`src/rtl/smb_alert_responder.sv`:
```
module smb_alert_responder #(
  parameter logic [6:0] DEV_ADDR    = 7'h4C,
  parameter logic [6:0] RESP_ADDR   = 7'b0001100,
  parameter int         SYNC_STAGES = 2
) (
  input  logic clk,
  input  logic rst_n,
  input  logic scl_in,
  input  logic sda_in,
  input  logic alert_event,
  input  logic mask_clear,
  input  logic resp_disable,
  output logic sda_drive_low,
  output logic alert_drive_low
);

  localparam logic [7:0] MATCH_BYTE = {RESP_ADDR, 1'b1};

  typedef enum logic [2:0] {
    S_IDLE, S_ADDR, S_ACK_WAIT, S_ACK, S_SEND, S_DONE
  } st_t;

  logic [SYNC_STAGES:0] scl_pipe, sda_pipe;
  logic scl_s, scl_q, sda_s, sda_q;
  logic scl_rise, scl_fall, start_det, stop_det;

  st_t        state;
  logic [2:0] bit_cnt;
  logic [6:0] rx_sh;
  logic [6:0] tx_sh;
  logic       sda_oe, joined, pending, mask_q;

  always_ff @(posedge clk or negedge rst_n) begin
    if (!rst_n) begin
      scl_pipe <= '1;
      sda_pipe <= '1;
    end else begin
      scl_pipe <= {scl_pipe[SYNC_STAGES-1:0], scl_in};
      sda_pipe <= {sda_pipe[SYNC_STAGES-1:0], sda_in};
    end
  end

  assign scl_s     = scl_pipe[SYNC_STAGES-1];
  assign scl_q     = scl_pipe[SYNC_STAGES];
  assign sda_s     = sda_pipe[SYNC_STAGES-1];
  assign sda_q     = sda_pipe[SYNC_STAGES];
  assign scl_rise  = scl_s & ~scl_q;
  assign scl_fall  = ~scl_s & scl_q;
  assign start_det = scl_s & scl_q & sda_q & ~sda_s;
  assign stop_det  = scl_s & scl_q & ~sda_q & sda_s;

  assign alert_drive_low = pending & ~mask_q;
  assign sda_drive_low   = sda_oe;

  always_ff @(posedge clk or negedge rst_n) begin
    if (!rst_n) begin
      state   <= S_IDLE;
      bit_cnt <= '0;
      rx_sh   <= '0;
      tx_sh   <= '0;
      sda_oe  <= 1'b0;
      joined  <= 1'b0;
      pending <= 1'b0;
      mask_q  <= 1'b0;
    end else begin
      if (mask_clear) mask_q <= 1'b0;

      if (start_det) begin
        state   <= S_ADDR;
        bit_cnt <= '0;
        sda_oe  <= 1'b0;
        joined  <= alert_drive_low & ~resp_disable;
      end else if (stop_det) begin
        state  <= S_IDLE;
        sda_oe <= 1'b0;
      end else begin
        case (state)
          S_ADDR: if (scl_rise) begin
            rx_sh <= {rx_sh[5:0], sda_s};
            if (bit_cnt == 3'd7) begin
              bit_cnt <= '0;
              state   <= ({rx_sh, sda_s} == MATCH_BYTE && joined) ? S_ACK_WAIT : S_IDLE;
            end else begin
              bit_cnt <= bit_cnt + 3'd1;
            end
          end
          S_ACK_WAIT: if (scl_fall) begin
            sda_oe <= 1'b1;
            state  <= S_ACK;
          end
          S_ACK: if (scl_fall) begin
            sda_oe  <= ~DEV_ADDR[6];
            tx_sh   <= DEV_ADDR;
            bit_cnt <= '0;
            state   <= S_SEND;
          end
          S_SEND: begin
            if (scl_rise) begin
              if (tx_sh[6] && !sda_s) begin
                sda_oe <= 1'b0;
                state  <= S_IDLE;
              end else if (bit_cnt == 3'd6) begin
                state   <= S_DONE;
                mask_q  <= 1'b1;
                pending <= 1'b0;
              end else begin
                bit_cnt <= bit_cnt + 3'd1;
                tx_sh   <= {tx_sh[5:0], 1'b0};
              end
            end else if (scl_fall) begin
              sda_oe <= ~tx_sh[6];
            end
          end
          S_DONE: if (scl_fall) begin
            sda_oe <= 1'b0;
            state  <= S_IDLE;
          end
          default: state <= S_IDLE;
        endcase
      end

      if (alert_event) pending <= 1'b1;
    end
  end

endmodule


```
`config.mk`:
```
export PLATFORM = sky130hd
export DESIGN_NAME = smb_alert_responder
export DESIGN_NICKNAME = d
export VERILOG_FILES = /design/src/rtl/smb_alert_responder.sv
export SDC_FILE = /design/constraint.sdc
export NUM_CORES = 1
export LEC_CHECK = 0
export BUFFER_PORTS_ARGS = -buffer_cell sky130_fd_sc_hd__clkbuf_2
export CAP_MARGIN = 10
export CORE_ASPECT_RATIO = 1.75
export CORE_UTILIZATION = 39
export DETAILED_ROUTE_END_ITERATION = 12
export HOLD_SLACK_MARGIN = 0.06
export SLEW_MARGIN = 30
export SYNTH_ARGS = -nofsm -noshare
export SYNTH_HDL_FRONTEND = slang
export SYNTH_SLANG_ARGS = --single-unit
```
`constraint.sdc`:
```
create_clock -name clk -period 6.2 [get_ports clk]
set_clock_uncertainty 0.05 [all_clocks]
set_input_delay 0.62 -clock clk [delete_from_list [all_inputs] [get_ports clk]]
set_output_delay 0.62 -clock clk [all_outputs]
set_load 0.01 [all_outputs]
```
; After elaboration in Yosys (flattened, before gate mapping)
; Index checks and enable logic that the tools add are counted.
[classes]
div_mod_pow = 0
n_reduce_logical = 16
bitwise_logic = 18
multipliers = 0
eq_ne = 31
muxes = 47
add_sub_neg = 1
shift = 0
order_cmp = 0
[op_table]
columns = cell, count
row1 = $mux 3, 17
row2 = $mux 7, 4
row3 = $ne 4x4->1 const B, 6
row4 = $mux 1, 21
row5 = $reduce_and 7->1, 3
row6 = $ne 2x2->1 const B, 8
row7 = $ne 3x3->1 const B, 5
row8 = $ne 5x5->1 const B, 3
row9 = $pmux 3 s5, 1
row10 = $pmux 7 s2, 1
row11 = $eq 3x3->1 const B, 4
row12 = $and 1x1->1, 9
row13 = $not 1->1, 9
row14 = $pmux 3 s3, 1
row15 = $eq 8x5->1 const B, 1
row16 = $reduce_bool 2->1, 4
row17 = $eq 3x2->1 const B, 2
row18 = $reduce_and 6->1, 1
row19 = $reduce_and 5->1, 1
row20 = $reduce_bool 5->1, 1
row21 = $ne 4x1->1 const B, 1
row22 = $reduce_and 4->1, 1
row23 = $reduce_bool 4->1, 1
row24 = $add 3x1->3 const B, 1
row25 = other kinds (6), 7
[word_totals]
latchBits = 0
reg_bits = 30
memories = 0
mem_bits_rw = 0
out_inout_bits = 2
rom_bits = 0

; Longest topological paths before layout
; Gate-level depths: netlist (run 1).
[logic_depth]
word_depth = 8
mapped_depth = 7
mapped_depth_nobuf = 6

; Worst setup path before layout (run 1)
; No wires, ideal clock.
[synth_path]
kind = register to register
from = register scl_pipe[2]
to = register state[0]
arrival_ns = 1.812
setup_time_ns = 0.126
synth_period_minus_slack_ns = 1.989
path_buffers = 1
slack_ns = 4.211
stages_incl_launch_ff = 8
path_cell_list = dfstp_2 > inv_1 > ha_1 > clkbuf_1 > and2_1 > o32ai_1 > nor2_1 > a311o_1
[synth_between]
elab_chain_len = 5
elab_cells_between_ends = 18
classes_between = eq/ne (7) / mux (2) / bitwise (8) / reduce/logical (1)
[synth_rtl]
columns = item, line
row1 = "start, declared", 23  ; logic [SYNC_STAGES:0] scl_pipe, sda_pipe;
row2 = "start signal, assigned", 38  ; scl_pipe <= {scl_pipe[SYNC_STAGES-1:0], scl_in};
row3 = $and 1x1->1, "49, 50"
row4 = "$and 1x1->1, on equally long branches (2 in a row)", "49, 50"
row5 = "$ne 5x5->1 (no line), or another cell as far along", --
row6 = $reduce_and 7->1 (no line) or $mux 3 (tied branches), --
row7 = "end signal, assigned", 82  ; state <= ({rx_sh, sda_s} == MATCH_BYTE && joined) ? S_ACK_WAIT : S_IDLE;
row8 = "end, declared", 27  ; st_t state;
; Several ways; a longest one is shown, not always the timed one.
; A chain may end at the register's enable or synchronous reset.

; Final worst setup path (run 1)
; Same ends and word-level chain as after synthesis.

==> metrics, run 1 <==
status completed; Avg Inst Size Synth roughly 11 µm²; CTS tree yes; fin area between 0.0015 and 0.002 mm²; Final ANT Viol Nets 0; Die Span X between 40 and 50 µm; residual DRC count 0; post-CTS sizing 0; RSZ-0062 raised after global routing no; All-Layer GR Usage 16.0%; initial antenna violation count 0; fmax around 0.46 GHz; maximum vdd drop 0.146 mV; layout cell share with drive strength beyond 1 20.8%; CP arrival 2.30 ns; Synth area leaders dfrtp_1 (37%), dfstp_2 (11%), mux2_2 (7.6%); FF+latch count, synth 28; DIE AREA slightly above 0.004 mm²; IO buf count 8; ys flop type dfrtp_1; GRT overflow 0; I/O pins 9; fin nets roughly 160; fin crit period 2.18 ns; first-pass GRT wire length approximately 5 mm; CTS Buf Count 3; mux share of post-synthesis cell area ~11%; Final period util roughly a third; synth warn 0; first drt pass iteration count 4; Reg2Reg Depth 6; most frequent cells in the layout dfrtp_1 (22), nand2_1 (10), mux2_2 (10), inv_1 (9), clkbuf_2 (8); top cell type's share of synthesized area between 30% and 40%; clock root buffer clkbuf_8; antenna cells 0; Hold Crit Class flip-flop to flip-flop; FP Rows 29; mapped cell area about 0.0015 mm²; post-synth net total 150; Core Footprint between 0.003 and 0.004 mm²; Crit Path Max Fanout 9; post-DP HPWL around 2.2 mm; Die Ht around 84 µm; postcts setup bufs 0; Pwr Density between 200 and 250 mW/mm²; initial DRC count 16; Simple-Gate Fraction of Synth Area a little under a fifth; worst setup path class flip-flop to flip-flop; initial core utilization roughly two fifths; Placed Area about 0.0016 mm²; critical path required time around 6.3 ns; Leak ~0.74 nW; Synth cell types 47; drt via density approximately 5.5; via count just over 1000; Max Slew Vio Count 0; Area growth syn-to-layout 7.82%; largest family of logic cells by synthesized area simple AND/OR/NAND/NOR gates; xor/xnor share of the synthesized area less than 1%; worst slew pin tran ~0.72 ns; Compound-Gate Fraction of Synth Area 13.0%; average wire per standard cell approximately 15 µm; setup violators final 0; CTS sink cnt 28; crit end category flip-flop; Post-CTS Hold Fix Bufs 0; setup TNS 0 ns; Synth area leader dfrtp_1; clock transition at the registers of the reported paths roughly 0.090 ns; Worst-Skew Late Latency about 0.27 ns; Startpoint Class flip-flop; DRT Wirelength 2.88 mm; WHS 0.309 ns; Post-Synth Adder-Cell Area 5.04%; CTS HTree Levels 1; final hold violation count 0; sequential share of the synthesized area 47.6%; cells after synthesis ~140; largest net degree at the start of global routing 29; max_cap viols 0; commonest non-fill, non-tap cell in the layout dfrtp_1; deepest clock path buffer count 2; number of synthesized flops with an enable pin 0; Slew Limit Headroom 51.9%; number of global-route vias before repair around 1100; Async SR Flop Fraction 100%; GP Congestion 0.921; worst hold path depth 0
-- metal layers --
layer / vias up / part of all wire (%) / wire length [µm] / track usage (%)
met5: - / 0 / 0 / 0
met3: 9 / 1.8 / 51 / 1.82
met1: 510 / 42 / 1210 / 18.7
met2: 16 / 53 / 1520 / 27.1
met4: 0 / 3.4 / 99 / 9.89
li1: 504 / - / - / -
-- cell usage after synthesis (2+ instances only) --
cell	count
and2_1	2
a21oi_1	3
ha_1	6
nand3b_1	3
or3_1	2
mux2i_1	5
inv_1	9
nor3_1	2
nand2b_1	4
o41ai_1	3
dfrtp_1	22
nor2b_1	4
dfstp_2	6
o21ai_0	4
nor2_1	5
nand2_1	10
o21ai_1	2
a21o_1	2
mux2_2	10
buf_2	3
nor3b_1	2
nand3_1	3
-- critical path, cell delays in order, from the launching register on --
cell	delay, ns
dfstp_2	0.55
inv_1	0.04
ha_1	0.28
and2_1	0.20
o32ai_1	0.60
nor2_1	0.08
a311o_1	0.28
-- final timing paths --
path,start,end,slack (ns)
min in group asynchronous,rst_n,bit_cnt[1],0.32
max in group asynchronous,rst_n,state[2],5.33
min reg2reg,sda_pipe[0],sda_pipe[1],0.31
min,sda_pipe[0],sda_pipe[1],0.31
max,scl_pipe[2],state[0],4.02
max reg2reg,scl_pipe[2],state[0],4.02
-- flip-flops by register name (all words and copies together), names as in the netlist --
signal and cells:
scl_pipe 3, tx_sh 5, sda_drive_low 1, mask_q 1
joined 1, state 3, bit_cnt 3, pending 1
rx_sh 7, sda_pipe 3
-- power breakdown --
group	leakage (nW)	internal (mW)	total (mW)	switching, mW
clock network	0.0228	0.0461	0.101	0.0545
registers	0.360	0.197	0.207	0.0106
logic	0.356	0.0204	0.0425	0.0221
-- kinds of logic after synthesis --
logic type | after synthesis
AO/OA/AOI/OAI | 26
XOR/XNOR | 1
adder cells (fa/ha/maj) | 6
buffers and inverters | 14
flip-flops | 28
multiplexers | 15
AND/OR/NAND/NOR | 47
-- layout make-up --
type | instances | area, µm²
Tap cell | 46 | 57.6
Inverter | 9 | 33.8
Sequential cell | 28 | 708
Timing Repair Buffer | 8 | 40.0
Fill cell | 361 | 2020
Clock buffer | 4 | 45.0
Multi-Input combinational cell | 95 | 721
-- stage by stage --
stage,power [mW],utilization (%),worst slack (ns),instances
after floorplan,0.238,-,4.21,137
after global placement,0.251,43.0,4.13,186
after detailed placement,0.254,43.0,4.06,186
after CTS,0.356,44.2,4.06,190
after global routing,0.368,44.2,3.90,190
final,0.350,44.2,4.02,190
Power figures use the tool's default switching activity.
==> inputs of run 2 (changes only) <==
- clock period: 6.2 -> 2.2 ns (I/O delays scaled with it)
==> run 2 against run 1 <==
Maximum frequency grew 8.2%. Global-route usage grew 0.082 points. Cell count increased by 4.2%. Combinational power grew to 3.2 times the previous value. Via count is 2.9% higher. Design area grew 4.8%. Die area unchanged. Worst hold slack got worse by 0.24 ns. First-iteration DRC count is 19% higher. Core utilization up 2.1 points. Register-to-register slack lost 3.8 ns. Largest cell class unchanged. Largest power group unchanged.
==> metrics, run 2 (synthesized netlist as in run 1, its figures left out) <==
fin crit period 2.01 ns; sequential cell area between 700 and 800 µm²; CTS tree yes; FP Rows 29; Top reg by flops rx_sh; RSZ-0062 raised after global routing no; I/O pins 9; Area growth syn-to-layout 13.0%; initial antenna violation count 0; Cell Int Power ~0.78 mW; most frequent cells in the layout dfrtp_1 (22), nand2_1 (10), mux2_2 (10), inv_1 (9), clkbuf_2 (8); postcts setup bufs 0; deepest clock path buffer count 2; Pwr Density approximately 610 mW/mm²; Final ANT Viol Nets 0; average wire per standard cell 15.2 µm; GRT overflow 0; clock power share between 30% and 40%; WHS 0.0682 ns; clock root buffer clkbuf_8; maximum vdd drop roughly 0.48 mV; GP Congestion slightly above 0.9; Worst-Skew Late Latency 0.27 ns; layout cell share with drive strength beyond 1 about a quarter; Die Span X about 49 µm; Logic pwr share a little over an eighth; setup violators final 0; Slew Limit Headroom around 54%; worst slack, placed roughly 0.22 ns; CTS sink cnt 28; first drt pass iteration count 4; CTS HTree Levels 1; initial DRC count 19; commonest non-fill, non-tap cell in the layout dfrtp_1; Leak about 0.78 nW; fin area ~0.0017 mm²; final hold violation count 0; max_cap viols 0; crit end category flip-flop; Die Ht ~84 µm; multi-input logic area just over 700 µm²; IO buf count 8; Pwr Total 1.03 mW; setup TNS 0 ns; critical path required time around 2.3 ns; residual DRC count 0; fin nets roughly 170; clock transition at the registers of the reported paths about 0.1 ns; All-Layer GR Usage between 10% and 20%; post-DP HPWL around 2.4 mm; Startpoint Class flip-flop; worst setup path class flip-flop to flip-flop; initial core utilization roughly two fifths; max reg flops 7; DIE AREA approximately 0.0041 mm²; fmax between 0.4 and 0.5 GHz; Placed Area roughly 0.0016 mm²; sw power roughly 0.25 mW; Hold Crit Class input port to flip-flop; fin worst setup slack 0.187 ns; Net Sw Frac between 20% and 30%; antenna cells 0; filler cell count ~370; number of global-route vias before repair 1103; first-pass GRT wire length 5.04 mm; CP arrival about 2.1 ns; CTS Buf Count 3; Crit Path Max Fanout 13; Final period util 91.5%; Core Footprint approximately 0.0036 mm²; via count 1069; drt via density roughly 5.4; Seq pwr share a little under three fifths; status completed; largest net degree at the start of global routing 29; Largest regs rx_sh x7, tx_sh x5; Max Slew Vio Count 0; DRT Wirelength approximately 3 mm; worst slew pin tran roughly 0.7 ns
run 2: cell types whose count changed in the layout (fill, tap and decap cells not counted), sizes merged:
cell	delta
buf	+5
dlygate4sd3	+3
run 2: per-layer routing:
| layer | track usage [%] | routed length [µm] | vias up |
|---|---|---|---|
| met5 | 0 | 0 | - |
| met3 | 1.64 | 49 | 4 |
| li1 | - | - | 523 |
| met2 | 30.3 | 1690 | 15 |
| met4 | 6.15 | 54 | 0 |
| met1 | 17.7 | 1220 | 527 |
run 2: final timing paths:
path | start | to | slack (ns) | depth (start not counted)
min | mask_clear | mask_q | 0.07 | 2
max reg2reg | state[1] | tx_sh[2] | 0.19 | 4
min in group asynchronous | rst_n | bit_cnt[0] | 0.46 | 2
max in group asynchronous | rst_n | state[2] | 1.18 | 2
max | state[1] | tx_sh[2] | 0.19 | 4
min reg2reg | scl_pipe[0] | scl_pipe[1] | 0.31 | 0
run 2: area by class of cell:
class / count / area share, %
clock buffer: 4 / 3.27
inverter: 9 / 2.01
multi-input combinational: 95 / 42.8
sequential: 28 / 42.1
tap: 46 / 3.42
timing repair buffer: 16 / 6.39
run 2: critical path, cell delays in order, from the launching register on:
cell	delay, ns
dfrtp_1	0.55
nor3b_2	0.48
a41oi_1	0.27
nor2_2	0.20
mux2_2	0.35
run 2: power by group through the flow:
| stage | Combinational (mW) | Sequential [mW] | Clock (mW) |
|---|---|---|---|
| 2_1_floorplan | 0.0857 | 0.585 | 0 |
| 3_3_place_gp | 0.118 | 0.593 | 0 |
| 3_5_place_dp | 0.129 | 0.596 | 0 |
| 4_1_cts | 0.135 | 0.586 | 0.327 |
| 5_1_grt | 0.149 | 0.592 | 0.341 |
| 6_report | 0.134 | 0.585 | 0.314 |
run 2: what timing repair did:
action	4_1_cts	5_1_grt
gates resized for setup	0	0
endpoints found under the hold margin	24	0
setup endpoints to repair	0	0
hold buffers	3	0
run 2: through the flow:
| step | util [%] | cells |
|---|---|---|
| 6_report | 46.4 | 198 |
| 5_1_grt | 46.4 | 198 |
| 3_3_place_gp | 44.0 | 191 |
| 2_1_floorplan | - | 137 |
| 4_1_cts | 46.4 | 198 |
| 3_5_place_dp | 44.0 | 191 |
